===== config.mk =====
export PLATFORM = sky130hd
export DESIGN_NAME = hvec_inject
export DESIGN_NICKNAME = d
export VERILOG_FILES = /design/src/rtl/hvec_pkg.sv /design/src/rtl/hvec_prio_enc.sv /design/src/rtl/hvec_idx_hold.sv /design/src/rtl/hvec_addr_splice.sv /design/src/rtl/hvec_inject.sv
export SDC_FILE = /design/constraint.sdc
export NUM_CORES = 1
export LEC_CHECK = 0
export ABC_AREA = 1
export ABC_CLOCK_PERIOD_IN_PS = 1200
export CAP_MARGIN = 20
export CELL_PAD_IN_SITES_DETAIL_PLACEMENT = 2
export CELL_PAD_IN_SITES_GLOBAL_PLACEMENT = 2
export CORE_MARGIN = 5
export CORE_UTILIZATION = 19
export CTS_BUF_LIST = sky130_fd_sc_hd__clkbuf_16
export DETAILED_ROUTE_END_ITERATION = 7
export GPL_ROUTABILITY_DRIVEN = 0
export GPL_TIMING_DRIVEN = 1
export PLACE_DENSITY = 0.81
export SYNTH_ARGS = -nofsm -noshare
export SYNTH_HDL_FRONTEND = slang
export SYNTH_HIERARCHICAL = 1
export SYNTH_SLANG_ARGS = --single-unit

===== constraint.sdc =====
create_clock -name clk -period 1.2 [get_ports clk]
set_input_delay 0.3 -clock clk [delete_from_list [all_inputs] [get_ports clk]]
set_output_delay 0.3 -clock clk [all_outputs]
set_load 0.01 [all_outputs]

===== src/rtl/hvec_pkg.sv =====
package hvec_pkg;

  typedef enum logic [1:0] {
    CS_FETCH = 2'b00,
    CS_EXEC  = 2'b01,
    CS_DMA   = 2'b10,
    CS_INTR  = 2'b11
  } cpu_state_e;

  function automatic logic is_service(input logic [1:0] code);
    return cpu_state_e'(code) == CS_INTR;
  endfunction

endpackage


===== src/rtl/hvec_prio_enc.sv =====
module hvec_prio_enc #(
  parameter int N_REQ = 8,
  localparam int IDX_W = (N_REQ > 1) ? $clog2(N_REQ) : 1
) (
  input  logic [N_REQ-1:0] req,
  output logic [IDX_W-1:0] idx,
  output logic             any
);

  // Ascending scan: the last hit, the highest index, is what remains.
  always_comb begin
    idx = '0;
    for (int i = 0; i < N_REQ; i++) begin
      if (req[i]) idx = IDX_W'(i);
    end
  end

  assign any = |req;

endmodule


===== src/rtl/hvec_idx_hold.sv =====
module hvec_idx_hold #(
  parameter int IDX_W = 3
) (
  input  logic             clk,
  input  logic             rst,
  input  logic             in_service,
  input  logic [IDX_W-1:0] idx_live,
  output logic [IDX_W-1:0] idx_use
);

  logic             was_service_q;
  logic [IDX_W-1:0] held_q;
  logic             entry;

  assign entry = in_service && !was_service_q;

  always_ff @(posedge clk) begin
    if (rst) begin
      was_service_q <= 1'b0;
      held_q        <= '0;
    end else begin
      was_service_q <= in_service;
      if (entry) held_q <= idx_live;
    end
  end

  // The first servicing cycle must already carry the winner, so bypass the register.
  assign idx_use = entry ? idx_live : held_q;

endmodule


===== src/rtl/hvec_addr_splice.sv =====
module hvec_addr_splice #(
  parameter int ADDR_W  = 16,
  parameter int IDX_W   = 3,
  parameter int IDX_LSB = 4
) (
  input  logic              sel,
  input  logic [ADDR_W-1:0] addr_in,
  input  logic [IDX_W-1:0]  idx,
  output logic [ADDR_W-1:0] addr_out
);

  for (genvar b = 0; b < ADDR_W; b++) begin : g_bit
    if (b >= IDX_LSB && b < IDX_LSB + IDX_W) begin : g_sub
      assign addr_out[b] = sel ? idx[b-IDX_LSB] : addr_in[b];
    end else begin : g_pass
      assign addr_out[b] = addr_in[b];
    end
  end

endmodule


===== src/rtl/hvec_inject.sv =====
module hvec_inject #(
  parameter int ADDR_W  = 16,
  parameter int N_REQ   = 8,
  parameter int IDX_LSB = 4
) (
  input  logic              clk,
  input  logic              rst,
  input  logic [ADDR_W-1:0] cpu_addr,
  input  logic [1:0]        cpu_state,
  input  logic [N_REQ-1:0]  irq_req,
  input  logic              irq_en,
  output logic [ADDR_W-1:0] addr_out,
  output logic              irq_out
);
  import hvec_pkg::*;

  localparam int IDX_W = (N_REQ > 1) ? $clog2(N_REQ) : 1;

  logic             in_service;
  logic [IDX_W-1:0] idx_live;
  logic [IDX_W-1:0] idx_use;
  logic             any_req;
  logic [ADDR_W-1:0] addr_next;

  assign in_service = is_service(cpu_state);

  hvec_prio_enc #(.N_REQ(N_REQ)) u_enc (
    .req (irq_req),
    .idx (idx_live),
    .any (any_req)
  );

  hvec_idx_hold #(.IDX_W(IDX_W)) u_hold (
    .clk        (clk),
    .rst        (rst),
    .in_service (in_service),
    .idx_live   (idx_live),
    .idx_use    (idx_use)
  );

  hvec_addr_splice #(
    .ADDR_W  (ADDR_W),
    .IDX_W   (IDX_W),
    .IDX_LSB (IDX_LSB)
  ) u_splice (
    .sel      (in_service),
    .addr_in  (cpu_addr),
    .idx      (idx_use),
    .addr_out (addr_next)
  );

  always_ff @(posedge clk) begin
    if (rst) begin
      addr_out <= '0;
      irq_out  <= 1'b0;
    end else begin
      addr_out <= addr_next;
      irq_out  <= irq_en && any_req;
    end
  end

endmodule


==> results of run 1 <==
power groups by stage:
stage / combinational (uW) / sequential, uW / clock [uW]
after detailed placement: 314 / 764 / 0
final: 292 / 746 / 714
after floorplan: 120 / 780 / 0
after global placement: 305 / 762 / 0
after CTS: 291 / 747 / 751
after global routing: 324 / 750 / 800
final cells by class:
class | count | area [sq um] | area share
repair buffers | 56 | 508.0 | 0.3506
clock inverters | 1 | 5.005 | 0.003454
well taps | 54 | 67.56 | 0.04663
flip-flops and latches | 21 | 420.4 | 0.2902
inverters | 35 | 131.4 | 0.09067
multi-input cells | 56 | 241.5 | 0.1667
clock buffers | 3 | 75.07 | 0.05181
worst min path at each step:
stage	start	end	slack (ns)	cells after the start
after global routing	irq_req[1]	irq_out$_SDFF_PP0_	0.47	5
after CTS	irq_req[1]	irq_out$_SDFF_PP0_	0.54	5
after global placement	u_hold/held_q[2]$_SDFF_PP0_	u_hold/held_q[2]$_SDFF_PP0_	0.61	5
after floorplan	rst	u_hold/was_service_q$_SDFF_PP0_	0.37	1
final	irq_req[1]	irq_out$_SDFF_PP0_	0.43	5
after detailed placement	u_hold/held_q[1]$_SDFF_PP0_	u_hold/held_q[1]$_SDFF_PP0_	0.63	5
flip-flops by register name, summed over array words and instances, names as in the netlist:
| register | count |
|---|---|
| u_hold/held_q | 3 |
| addr_out | 16 |
| irq_out | 1 |
| u_hold/was_service_q | 1 |
Yosys cell counts (all sizes together):
cell / count
nor3: 1
inv: 35
dfxtp: 21
buf: 15
nand2: 28
nand3: 4
nor2: 23
what timing repair did:
item	in CTS	in global routing
endpoints found under the setup margin	23	4
pin swaps	17	11
gates resized for setup	29	12
buffers inserted	2	0
metrics by stage:
stage | setup WS (ns) | instance area (sq um)
floorplan | 0.1430 | 894.6
global placement | -0.3895 | 1369
detailed placement | -0.4394 | 1369
CTS | 0.02338 | 1436
global route | 0.00008415 | 1449
finish | 0.05328 | 1449
cells by family after synthesis:
group | after synthesis
buf+inv | 50
flops | 21
simple gates | 56
metal layers:
metal	part of all wire	routed length, um	vias up	track usage
met1	0.36	881	396	0.08114
met3	0.053	131	2	0.01950
met4	0.012	29	0	0.03671
li1	-	-	427	-
met2	0.58	1411	22	0.1647
met5	0	0	-	0
==> reports/results.txt, run 1 <==
Bufs and invs on worst path: 1
Register-to-Register Path Depth: 9
worst r2r dst: addr_out[6]$_SDFF_PP0_
Synth Instances: 127
largest family of logic cells by synthesized area: buffers and inverters
syn nets: 156
DR iter-0 viols: 22
CP endpoint kind: output port
Ant. Diodes: 0
CTS buffer count: 3
Site Rows: 25
via count: 847
Synth Area in Adders: 0
Clock H-tree levels: 1
Yosys cell types: 11
#FFs+latches synth: 21
register-to-register path setup slack: 0.19 ns
Root Driver: clkbuf_16
Fin. Hold Viols: 0
initial antenna violation count: 0
register area share after synthesis: 0.4699
gr usage total: 0.08361
WL per Instance: 10.85 um
ratio of cells with drive above 1 in the final layout: 0.1512
first-pass GRT wire length: 3946 um
Synth Area in Compound Gates: 0
synthesized area per cell: 7.044 sq um
Filler Cell Count: 540
Seq pwr share: 0.426
worst setup path end: addr_out[9]
Layout area overhead: 61.96%
Yosys warnings: 6
minimum clock period: 1.147 ns
total net switching power: 401.7 uW
Top delay family on crit path: flip-flops
post-route ant nets: 0
CP cell instances: dlygate4sd2_1
WP data arrival: 0.85 ns
start point of the critical path: addr_out[9]$_SDFF_PP0_
mux share of post-synthesis cell area: 0
Max-slew headroom: 0.8467
clock network power share: 0.407
P_int: 1350 uW
delay of the slowest cell on the worst path: 0.31 ns
HPWL Detailed: 1863 um
clk slew on worst S/H paths: 0.06 ns
fin crit share: 0.9556
fin util: 0.3109
vias in the first global route: 879
IO Pins: 46
most frequent cells in the layout: inv_1, nand2_1, dlygate4sd2_1, nor2_1, dfxtp_1
Post-Synth XOR/XNOR Area: 0
largest net degree at the start of global routing: 22
initial core utilization: 0.1919
Placed Cells: 220
nets: 202
Slew Limit Fails: 0
First-pass DRT Iterations: 2
Leak Pwr: 0.0008155 uW
status: finished, final reports clean
Peak VDD IR: 0.4443 mV
worst flop-to-flop path startpoint: u_hold/was_service_q$_SDFF_PP0_
Synth top area share: 0.4699
area leader, netlist: dfxtp_1
post-synthesis simple-gate area fraction: 0.2448
Post-Syn Area: 894.6 sq um
DRC viols: 0
P per Cell Area: 1209 mW/mm^2
Die H: 78.62 um
leading post-synthesis cells by cell area: dfxtp_1, inv_1, nand2_1
Gate power share: 0.167
critical path startpoint category: register
Switching Share: 0.2293
Min Hold Slack: 0.4274 ns
clk_lat worst skew: 0.25 ns
Crit-path slowest cell: dfxtp_1
critical path type: register to output port
Post-CTS Hold Buffers: 0
maximum fanout along the worst path: 1
non-filler instance count after layout: 226
unrepaired setup endpoints after global routing: no
Die W: 78.62 um
Via-to-Cell Ratio: 3.748
commonest non-fill, non-tap cell in the layout: inv_1
Max Buffers Root-to-Sink: 2
# Max-Cap Violations: 0
clock skew: 0.001210 ns
measured slew at the worst slew-check pin: 0.2282 ns
final setup vio count: 0
TritonCTS Sinks: 21
total core area: 0.004661 sq mm
I/O Buffers: 45
Design Power: 1752 uW
TNS Setup: 0 ns
worst min path class: input pin to register
drt total wl: 2453 um
die area: 0.006181 sq mm
total gr overflow: 0
WP depth: 1
clock tree from TritonCTS: yes
CP Data Required Time: 0.90 ns
Peak Freq: 872.1 MHz
No activity file was read; power rests on OpenSTA's default activity.
==> inputs of run 2 (changes only) <==
--- a/config.mk
+++ b/config.mk
@@ -13,6 +13,7 @@
 export CORE_MARGIN = 5
 export CORE_UTILIZATION = 19
 export CTS_BUF_LIST = sky130_fd_sc_hd__clkbuf_16
+export CTS_CLUSTER_SIZE = 8
 export DETAILED_ROUTE_END_ITERATION = 7
 export GPL_ROUTABILITY_DRIVEN = 0
 export GPL_TIMING_DRIVEN = 1
==> results of run 2 <==
Final layout, timing and power as in run 1 (identical DEF).
